===== src/rtl/regwin_pkg.sv =====
package regwin_pkg;

    typedef enum logic [2:0] {
        SL_NONE,
        SL_DATA,
        SL_TASK,
        SL_STAT,
        SL_TIMING,
        SL_IRQ
    } slot_kind_e;

    typedef struct packed {
        slot_kind_e kind;
        logic [3:0] idx;
    } slot_dec_t;

    localparam logic [7:0] SLOT_DATA    = 8'h00;
    localparam logic [7:0] SLOT_TF_LAST = 8'h07;
    localparam logic [7:0] SLOT_STAT_A  = 8'h08;
    localparam logic [7:0] SLOT_STAT_B  = 8'h16;
    localparam logic [7:0] SLOT_TIMING  = 8'h20;
    localparam logic [7:0] SLOT_IRQ     = 8'h30;
    localparam logic [3:0] IDX_STATUS   = 4'd8;

endpackage


===== src/rtl/regwin_decode.sv =====
module regwin_decode
    import regwin_pkg::*;
#(
    parameter int ADDR_W     = 12,
    parameter int SLOT_SHIFT = 4
) (
    input  logic [ADDR_W-1:0] addr,
    input  logic [2:0]        size,
    output slot_dec_t         dec
);
    localparam int SLOT_W = ADDR_W - SLOT_SHIFT;

    logic [SLOT_W-1:0] slot;
    logic              sz_b;
    logic              sz_h;
    logic              sz_w;

    assign slot = addr[ADDR_W-1:SLOT_SHIFT];
    assign sz_b = (size == 3'd1);
    assign sz_h = (size == 3'd2);
    assign sz_w = (size == 3'd4);

    always_comb begin
        dec.kind = SL_NONE;
        dec.idx  = '0;
        if (slot == SLOT_W'(SLOT_DATA)) begin
            if (sz_h || sz_w) begin
                dec.kind = SL_DATA;
                dec.idx  = '0;
            end
        end else if (slot <= SLOT_W'(SLOT_TF_LAST)) begin
            if (sz_b) begin
                dec.kind = SL_TASK;
                dec.idx  = slot[3:0];
            end
        end else if (slot == SLOT_W'(SLOT_STAT_A) || slot == SLOT_W'(SLOT_STAT_B)) begin
            if (sz_b) begin
                dec.kind = SL_STAT;
                dec.idx  = IDX_STATUS;
            end
        end else if (slot == SLOT_W'(SLOT_TIMING)) begin
            if (sz_w) dec.kind = SL_TIMING;
        end else if (slot == SLOT_W'(SLOT_IRQ)) begin
            if (sz_w) dec.kind = SL_IRQ;
        end
    end

endmodule


===== src/rtl/regwin_irq.sv =====
module regwin_irq #(
    parameter int NSRC   = 2,
    parameter int DATA_W = 32
) (
    input  logic              clk,
    input  logic              rst_n,
    input  logic [NSRC-1:0]   lvl,
    input  logic              clr_top,
    output logic [DATA_W-1:0] stat
);
    typedef struct packed {
        logic [NSRC-1:0] prev;
        logic [NSRC-1:0] flag;
    } irq_st_t;

    irq_st_t st_d, st_q;

    always_comb begin
        st_d      = st_q;
        st_d.prev = lvl;
        for (int n = 0; n < NSRC; n++) begin
            if (lvl[n] != st_q.prev[n]) begin
                st_d.flag[n] = lvl[n];
            end else if (n == 0 && clr_top) begin
                st_d.flag[n] = 1'b0;
            end
        end
    end

    always_ff @(posedge clk or negedge rst_n) begin
        if (!rst_n) st_q <= '0;
        else        st_q <= st_d;
    end

    generate
        for (genvar b = 0; b < DATA_W; b++) begin : g_bit
            if (b >= DATA_W - NSRC) begin : g_src
                assign stat[b] = st_q.flag[DATA_W-1-b];
            end else begin : g_zero
                assign stat[b] = 1'b0;
            end
        end
    endgenerate

    AST_DMA_RISE_SETS: assert property (@(posedge clk) disable iff (!rst_n)
        $rose(lvl[0]) |=> stat[DATA_W-1]);
    AST_DISK_FALL_CLEARS: assert property (@(posedge clk) disable iff (!rst_n)
        $fell(lvl[1]) |=> !stat[DATA_W-2]);
    AST_W1C_LOW_LEVEL: assert property (@(posedge clk) disable iff (!rst_n)
        (clr_top && !lvl[0]) |=> !stat[DATA_W-1]);

endmodule


===== src/rtl/disk_regwin.sv =====
module disk_regwin
    import regwin_pkg::*;
#(
    parameter int ADDR_W     = 12,
    parameter int DATA_W     = 32,
    parameter int SLOT_SHIFT = 4
) (
    input  logic              clk,
    input  logic              rst_n,
    input  logic [ADDR_W-1:0] host_addr,
    input  logic [2:0]        host_size,
    input  logic [DATA_W-1:0] host_wdata,
    input  logic              host_rd,
    input  logic              host_wr,
    output logic [DATA_W-1:0] host_rdata,
    output logic              dbus_rd,
    output logic              dbus_wr,
    output logic [3:0]        dbus_idx,
    output logic [2:0]        dbus_size,
    output logic [DATA_W-1:0] dbus_wdata,
    input  logic [DATA_W-1:0] dbus_rdata,
    input  logic              irq_dma_in,
    input  logic              irq_disk_in,
    output logic              irq_dma_out,
    output logic              irq_disk_out
);
    localparam int NSRC = 2;
    localparam int HW_W = DATA_W / 2;

    typedef struct packed {
        logic [DATA_W-1:0] timing;
        logic [DATA_W-1:0] rdata;
    } top_st_t;

    top_st_t           st_d, st_q;
    slot_dec_t         dec;
    logic              rd_go;
    logic              wr_go;
    logic              bus_hit;
    logic              irq_clr;
    logic [DATA_W-1:0] irq_word;

    regwin_decode #(
        .ADDR_W     (ADDR_W),
        .SLOT_SHIFT (SLOT_SHIFT)
    ) u_dec (
        .addr (host_addr),
        .size (host_size),
        .dec  (dec)
    );

    regwin_irq #(
        .NSRC   (NSRC),
        .DATA_W (DATA_W)
    ) u_irq (
        .clk     (clk),
        .rst_n   (rst_n),
        .lvl     ({irq_disk_in, irq_dma_in}),
        .clr_top (irq_clr),
        .stat    (irq_word)
    );

    assign rd_go   = host_rd;
    assign wr_go   = host_wr && !host_rd;
    assign bus_hit = (dec.kind == SL_DATA) || (dec.kind == SL_TASK) || (dec.kind == SL_STAT);
    assign irq_clr = wr_go && (dec.kind == SL_IRQ) && host_wdata[DATA_W-1];

    assign dbus_rd    = rd_go && bus_hit;
    assign dbus_wr    = wr_go && bus_hit;
    assign dbus_idx   = dec.idx;
    assign dbus_size  = host_size;
    assign dbus_wdata = host_wdata;

    assign irq_dma_out  = irq_dma_in;
    assign irq_disk_out = irq_disk_in;

    always_comb begin
        st_d = st_q;
        if (rd_go) begin
            case (dec.kind)
                SL_DATA:   st_d.rdata = (host_size == 3'd2) ? DATA_W'(dbus_rdata[HW_W-1:0])
                                                            : dbus_rdata;
                SL_TASK,
                SL_STAT:   st_d.rdata = DATA_W'(dbus_rdata[7:0]);
                SL_TIMING: st_d.rdata = st_q.timing;
                SL_IRQ:    st_d.rdata = irq_word;
                default:   st_d.rdata = '1;
            endcase
        end
        if (wr_go && dec.kind == SL_TIMING) begin
            st_d.timing = host_wdata;
        end
    end

    always_ff @(posedge clk or negedge rst_n) begin
        if (!rst_n) st_q <= '0;
        else        st_q <= st_d;
    end

    assign host_rdata = st_q.rdata;

    AST_ONE_STROBE: assert property (@(posedge clk) disable iff (!rst_n)
        !(dbus_rd && dbus_wr));
    AST_LEGAL_SIZE: assert property (@(posedge clk) disable iff (!rst_n)
        (dbus_rd || dbus_wr) |-> (host_size == 3'd1 || host_size == 3'd2 || host_size == 3'd4));
    AST_TIMING_KEEP: assert property (@(posedge clk) disable iff (!rst_n)
        !(host_wr && !host_rd && dec.kind == SL_TIMING) |=> $stable(st_q.timing));
    AST_MISS_FILL: assert property (@(posedge clk) disable iff (!rst_n)
        (host_rd && dec.kind == SL_NONE) |=> (host_rdata == '1));
    AST_RDATA_HOLD: assert property (@(posedge clk) disable iff (!rst_n)
        !host_rd |=> $stable(host_rdata));

endmodule


===== config.mk =====
export PLATFORM = sky130hd
export DESIGN_NAME = disk_regwin
export DESIGN_NICKNAME = d
export VERILOG_FILES = /design/src/rtl/regwin_pkg.sv /design/src/rtl/regwin_decode.sv /design/src/rtl/regwin_irq.sv /design/src/rtl/disk_regwin.sv
export SDC_FILE = /design/constraint.sdc
export NUM_CORES = 1
export LEC_CHECK = 0
export ABC_AREA = 1
export BUFFER_PORTS_ARGS = -buffer_cell sky130_fd_sc_hd__clkbuf_2
export CAP_MARGIN = 20
export CORE_MARGIN = 1.5
export CORE_UTILIZATION = 40
export CTS_CLUSTER_DIAMETER = 60
export DETAILED_ROUTE_END_ITERATION = 10
export PLACE_DENSITY = 0.67
export SKIP_CTS_REPAIR_TIMING = 1
export SYNTH_ARGS = -nofsm -noshare
export SYNTH_HDL_FRONTEND = slang
export SYNTH_SLANG_ARGS = --single-unit

===== constraint.sdc =====
create_clock -name clk -period 4 [get_ports clk]
set_clock_uncertainty 0.1 [all_clocks]
set_input_delay 0.4 -clock clk [delete_from_list [all_inputs] [get_ports clk]]
set_output_delay 0.4 -clock clk [all_outputs]
set_load 0.05 [all_outputs]

==> results of run 1 <==
==> worst paths after layout <==
kind,start,endpoint,slack (ns)
max,host_addr[8],dbus_rd,1.27
min in group asynchronous,rst_n,u_irq.st_q[2],0.32
min,irq_dma_in,u_irq.st_q[2],0.10
max reg2reg,st_q[35],host_rdata[3],2.92
max in group asynchronous,rst_n,host_rdata[14],2.65
min reg2reg,u_irq.st_q[3],u_irq.stat[30],0.32
==> critical path, cell delays in order <==
cell and delay (ns):
clkbuf_2 0.13, inv_2 0.08, nand2_2 0.06, nor2_4 0.15
nand2_1 0.12, nand3_1 0.12, nand2_1 0.30, nand2_1 0.36
nand2_1 0.11, nor2_1 0.11, clkbuf_2 0.28
==> per-layer routing <==
metal | global-route usage [%] | routed length, um
met1 | 28.0 | 5020
met2 | 27.4 | 4270
met3 | 4.02 | 516
met4 | 9.10 | 264
met5 | 0 | 0
==> placed cells by master, fill, tap and decap left out, types with 2 or more instances in the layout <==
cell type	instances
clkbuf_2	154
nand2_1	146
nand3_1	87
nor2_1	78
dfrtp_1	68
inv_1	36
o211ai_1	11
or2_2	11
clkbuf_8	11
inv_2	10
nand2_2	7
buf_4	6
a21oi_1	4
nand3_2	3
nor2_4	2
nor3_1	2
clkinv_1	2
nand2_4	2
nand4_1	2
clkinv_2	2
clkbuf_1	2
==> final cells by class <==
| type | count | area, sq um |
|---|---|---|
| multi-input combinational | 360 | 1650 |
| tap | 136 | 170 |
| clock buffer | 13 | 159 |
| timing repair buffer | 163 | 851 |
| fill | 1055 | 5510 |
| sequential | 68 | 1700 |
| clock inverter | 2 | 10.0 |
| inverter | 48 | 180 |
==> power breakdown <==
part | total, mW | internal, mW | switching [mW] | leakage (nW)
sequential | 0.703 | 0.698 | 0.00542 | 0.776
combinational | 0.233 | 0.0624 | 0.170 | 1.78
clock | 0.499 | 0.254 | 0.246 | 0.0893
total | 1.44 | 1.01 | 0.421 | 2.64
==> sequential cells by signal (all words and copies together), names as in the netlist <==
name / flops
host_rdata: 32
st_q: 32
u_irq.st_q: 2
u_irq.stat: 2
==> cell families after synthesis <==
group           Yosys count  synth area share (%)
flops                    68                  40.6
buf+inv                 143                  20.0
compound gates           17                  2.99
simple gates            342                  36.0
fa+ha+maj                 1                 0.299
==> through the flow <==
stage	hold WS, ns	worst slack, ns	utilization [%]	power, mW	cell area [sq um]
floorplan	0.00441	1.56	-	0.883	4190
global placement	0.303	1.36	44.2	0.944	4520
detailed placement	0.316	1.27	44.2	0.948	4520
CTS	0.0871	1.27	45.8	1.45	4690
global route	0.0864	1.01	46.1	1.50	4720
finish	0.101	1.27	46.1	1.44	4720
==> metrics.md, run 1 <==
| Metric | Value |
|---|---|
| Sequential area share after synthesis | `40.6%` |
| Ys Warns | `0` |
| Number of flops mapped to enable cells by yosys | `0` |
| Largest net degree at the start of global routing | `48` |
| Initial core utilization | `40.9%` |
| Fraction of layout cells with a size suffix above 1 | `32.4%` |
| Worst EP arrival | `2.23 ns` |
| Synthesis-stage register bit count | `68` |
| Ys async rst share | `100%` |
| CTS Root Cell | `clkbuf_8` |
| Synth cell types | `26` |
| Fmax | `366 MHz` |
| RSZ-0062 raised after global routing | `no` |
| Max-slew violation count | `0` |
| Mapped Cells | `571` |
| Least-Margin Pin Slew | `0.878 ns` |
| CP required | `3.50 ns` |
| Count leader, synth | `nand2_1` |
| I/O pin count | `160` |
| Hold Path Stages | `1` |
| Clk slew on worst S/H paths | `0.07 ns` |
| Number of global-route vias before repair | `3452` |
| Status | `finished clean` |
| Initial antenna violation count | `0` |
| Peak VDD IR | `0.129 mV` |
| Clk buf depth | `2` |
| Synth area leader | `dfrtp_1` |
| First-iteration detailed-routing DRC count | `277` |
| Crit start category | `input port` |
| Pwr dens | `304 nW/um^2` |
| First-pass GRT wire length | `16800 um` |
| Core footprint | `10200 sq um` |
| Layout Cells excl Fill | `790` |
| Top post-synthesis cells by area | `dfrtp_1 (41%), buf_4 (13%), nand2_1 (13%), nand3_1 (10%), nor2_1 (7.0%)` |
| Setup Viol. Count Final | `0` |
| Syn_nets | `657` |
| Critical Setup Path Class | `input port to primary output` |
| Setup crit end kind | `primary output` |
| Overall Global Routing Usage | `19.3%` |
| Area delta synth->final | `12.7%` |
| Worst slew margin | `41.4%` |
| Hold Vio Cnt, Final | `0` |
| Synth Area per Inst | `7.33 sq um` |
| CTS tree | `yes` |
| Total Wirelength | `10100 um` |
| Tcrit/Tclk final | `68.3%` |
| TNS Setup | `0 ns` |
| Worst r2r path cells | `4` |
| Row cnt | `37` |
| Top cell type's share of synthesized area | `40.6%` |
| DR pass1 iterations | `4` |
| CTS Buf Count | `9` |
| Routed vias | `3679` |
| Minimum clock period | `2.73 ns` |
| Clk_lat worst skew | `0.35 ns` |
| Leak Pwr | `2.64 nW` |
| Sink Count | `68` |
| Max cap viols | `0` |
| Synthesized area | `4190 sq um` |
| Remaining Overflow, GRT | `0` |
| H-tree levels | `3` |
| Post-route ant nets | `0` |
| Die W | `105 um` |
| Routed length per instance | `12.7 um` |
| Dpl hpwl | `7520 um` |
| Nets | `736` |
| Ys flop type | `dfrtp_1` |
| Most frequent cells after synthesis | `nand2_1 (146), nand3_1 (87), nor2_1 (78), buf_4 (73), dfrtp_1 (68)` |
| Placed instance count | `773` |
| Placer Congestion | `0.852` |
| Worst min path class | `input port to flip-flop` |
| DIE HEIGHT | `105 um` |
| Post-detailed-route via-to-cell ratio | `4.66` |
| DR DRC count | `0` |
| Diodes inserted | `0` |
| Crit-path max FO | `14` |
| # port buffers | `155` |
| Die area | `11100 sq um` |
Note: power is estimated with default switching activity, not from simulation.
==> run 2, diff against run 1 <==
- clock period: 4 -> 2.6 ns (I/O delays scaled with it)
==> metrics.md, run 2 (synthesized netlist as in run 1, its figures left out) <==
| Metric | Value |
|---|---|
| I/O pin count | `160 (unchanged)` |
| Placer Congestion | `0.844 (-0.99%)` |
| Core footprint | `10200 sq um (unchanged)` |
| CP required | `2.24 ns (-1.26 ns)` |
| Diodes inserted | `0 (unchanged)` |
| CTS tree | `yes` |
| Initial core utilization | `40.9% (unchanged)` |
| Status | `finished clean` |
| H-tree levels | `3 (unchanged)` |
| Crit start category | `input port` |
| Dpl hpwl | `7740 um (+2.9%)` |
| Worst slew margin | `41.5% (+0.057 points)` |
| Clk_lat worst skew | `0.34 ns (about the same)` |
| DR DRC count | `0 (unchanged)` |
| Area delta synth->final | `14.4%` |
| Reg area | `1700 sq um (unchanged)` |
| Most frequent cells in the layout | `clkbuf_2 (154), nand2_1 (146), nand3_1 (87), nor2_1 (78), dfrtp_1 (68)` |
| CTS Root Cell | `clkbuf_8` |
| DR pass1 iterations | `5 (+1)` |
| Worst min path class | `input port to flip-flop` |
| Crit-path max FO | `18 (+4)` |
| Least-Margin Pin Slew | `0.877 ns (-0.000854 ns)` |
| First-pass GRT wire length | `16400 um (-2.5%)` |
| Clk buf depth | `2 (unchanged)` |
| Number of global-route vias before repair | `3448 (-0.12%)` |
| Global route hottest layer | `met2` |
| Setup Viol. Count Final | `0 (unchanged)` |
| Peak VDD IR | `0.237 mV (+83%)` |
| Tcrit/Tclk final | `88.4%` |
| Die W | `105 um (unchanged)` |
| First-iteration detailed-routing DRC count | `231 (-17%)` |
| Post-detailed-route via-to-cell ratio | `4.65 (-0.17%)` |
| Fillers | `1055 (unchanged)` |
| Initial antenna violation count | `0 (unchanged)` |
| Largest net degree at the start of global routing | `47 (-2.1%)` |
| TNS Setup | `0 ns (unchanged)` |
| Max-slew violation count | `0 (unchanged)` |
| Hold WS | `0.0666 ns (-0.0347 ns)` |
| Sink Count | `68 (unchanged)` |
| Nets | `741 (+0.68%)` |
| Met1 Use GR | `27.2% (-0.73 points)` |
| Worst EP arrival | `1.94 ns (-0.29 ns)` |
| Fmax | `435 MHz` |
| Clk slew on worst S/H paths | `0.07 ns (about the same)` |
| Die area | `11100 sq um (unchanged)` |
| # port buffers | `155 (unchanged)` |
| Post-route ant nets | `0 (unchanged)` |
| Met3 Track Usage GR | `4.02% (unchanged)` |
| DIE HEIGHT | `105 um (unchanged)` |
| Total Wirelength | `10200 um (+1.0%)` |
| Area of the multi-input gates | `1650 sq um (unchanged)` |
| Critical Setup Path Class | `input port to primary output` |
| Leak Pwr | `2.67 nW (+1.1%)` |
| Max cap viols | `0 (unchanged)` |
| Remaining Overflow, GRT | `0 (unchanged)` |
| Setup crit end kind | `primary output` |
| Global Route met2 Usage | `27.5% (+0.047 points)` |
| Routed length per instance | `12.8 um (+0.38%)` |
| Commonest non-fill, non-tap cell in the layout | `clkbuf_2` |
| RSZ-0062 raised after global routing | `no` |
| Overall Global Routing Usage | `18.7% (-0.61 points)` |
| Pwr dens | `475 nW/um^2 (+56%)` |
| Hold Vio Cnt, Final | `0 (unchanged)` |
| Row cnt | `37 (unchanged)` |
| Minimum clock period | `2.30 ns` |
| Fraction of layout cells with a size suffix above 1 | `32.5% (+0.058 points)` |
| CTS Buf Count | `9 (unchanged)` |
| Routed vias | `3696 (+0.46%)` |
[run 2: changes by cell type in the layout (fill, tap and decap cells not counted), sizes merged]
cell,change
buf,+3
dlygate4sd3,+2
bufinv,+1
clkinv,-1
[run 2: final cells by class]
| type | count | share of cell area [%] |
|---|---|---|
| repair buffers | 168 | 18.9 |
| multi-input cells | 360 | 34.4 |
| clock inverters | 2 | 0.732 |
| clock buffers | 13 | 3.11 |
| well taps | 136 | 3.55 |
| inverters | 48 | 3.76 |
| flip-flops and latches | 68 | 35.5 |
[run 2: worst max-delay path, cell delays in order]
cell and delay (ns):
clkbuf_2 0.10, inv_2 0.06, nand3_2 0.14, nor2_1 0.26, o21ai_4 0.08, nand2_2 0.09
nand2_4 0.14, nand2_1 0.30, nand2_1 0.12, nor2_1 0.11, clkbuf_2 0.28
[run 2: path summary, 6_finish.rpt]
| kind | endpoint | start | depth (start not counted) | slack [ns] |
|---|---|---|---|---|
| min reg2reg | u_irq.stat[30] | u_irq.st_q[3] | 1 | 0.32 |
| max | dbus_wr | host_size[0] | 11 | 0.30 |
| min | st_q[46] | host_wdata[14] | 3 | 0.07 |
| max in group asynchronous | host_rdata[23] | rst_n | 3 | 1.26 |
| min in group asynchronous | u_irq.stat[31] | rst_n | 2 | 0.47 |
| max reg2reg | u_irq.stat[31] | u_irq.st_q[2] | 4 | 1.53 |
[run 2: where the power goes]
group | leakage [nW] | switching (mW) | internal (mW)
sequential | 0.776 | 0.00844 | 1.07
clock | 0.0935 | 0.366 | 0.464
combinational | 1.80 | 0.261 | 0.0990
total | 2.67 | 0.636 | 1.64
[run 2: metrics by stage]
step	util, %	power (mW)	cell area (sq um)	instances	setup WS, ns
after floorplan	-	1.36	4190	571	0.439
after global placement	44.7	1.46	4570	777	0.331
after detailed placement	44.7	1.46	4570	777	0.275
after CTS	46.5	2.29	4760	792	0.302
after global routing	46.8	2.37	4790	795	0.139
final	46.8	2.27	4790	795	0.302
[run 2: per-layer routing]
layer	vias up	share of wire [%]	wire length, um
li1	1886	-	-
met1	1661	48	4830
met2	136	44	4440
met3	13	7.1	722
met4	0	1.7	171
met5	-	0	0
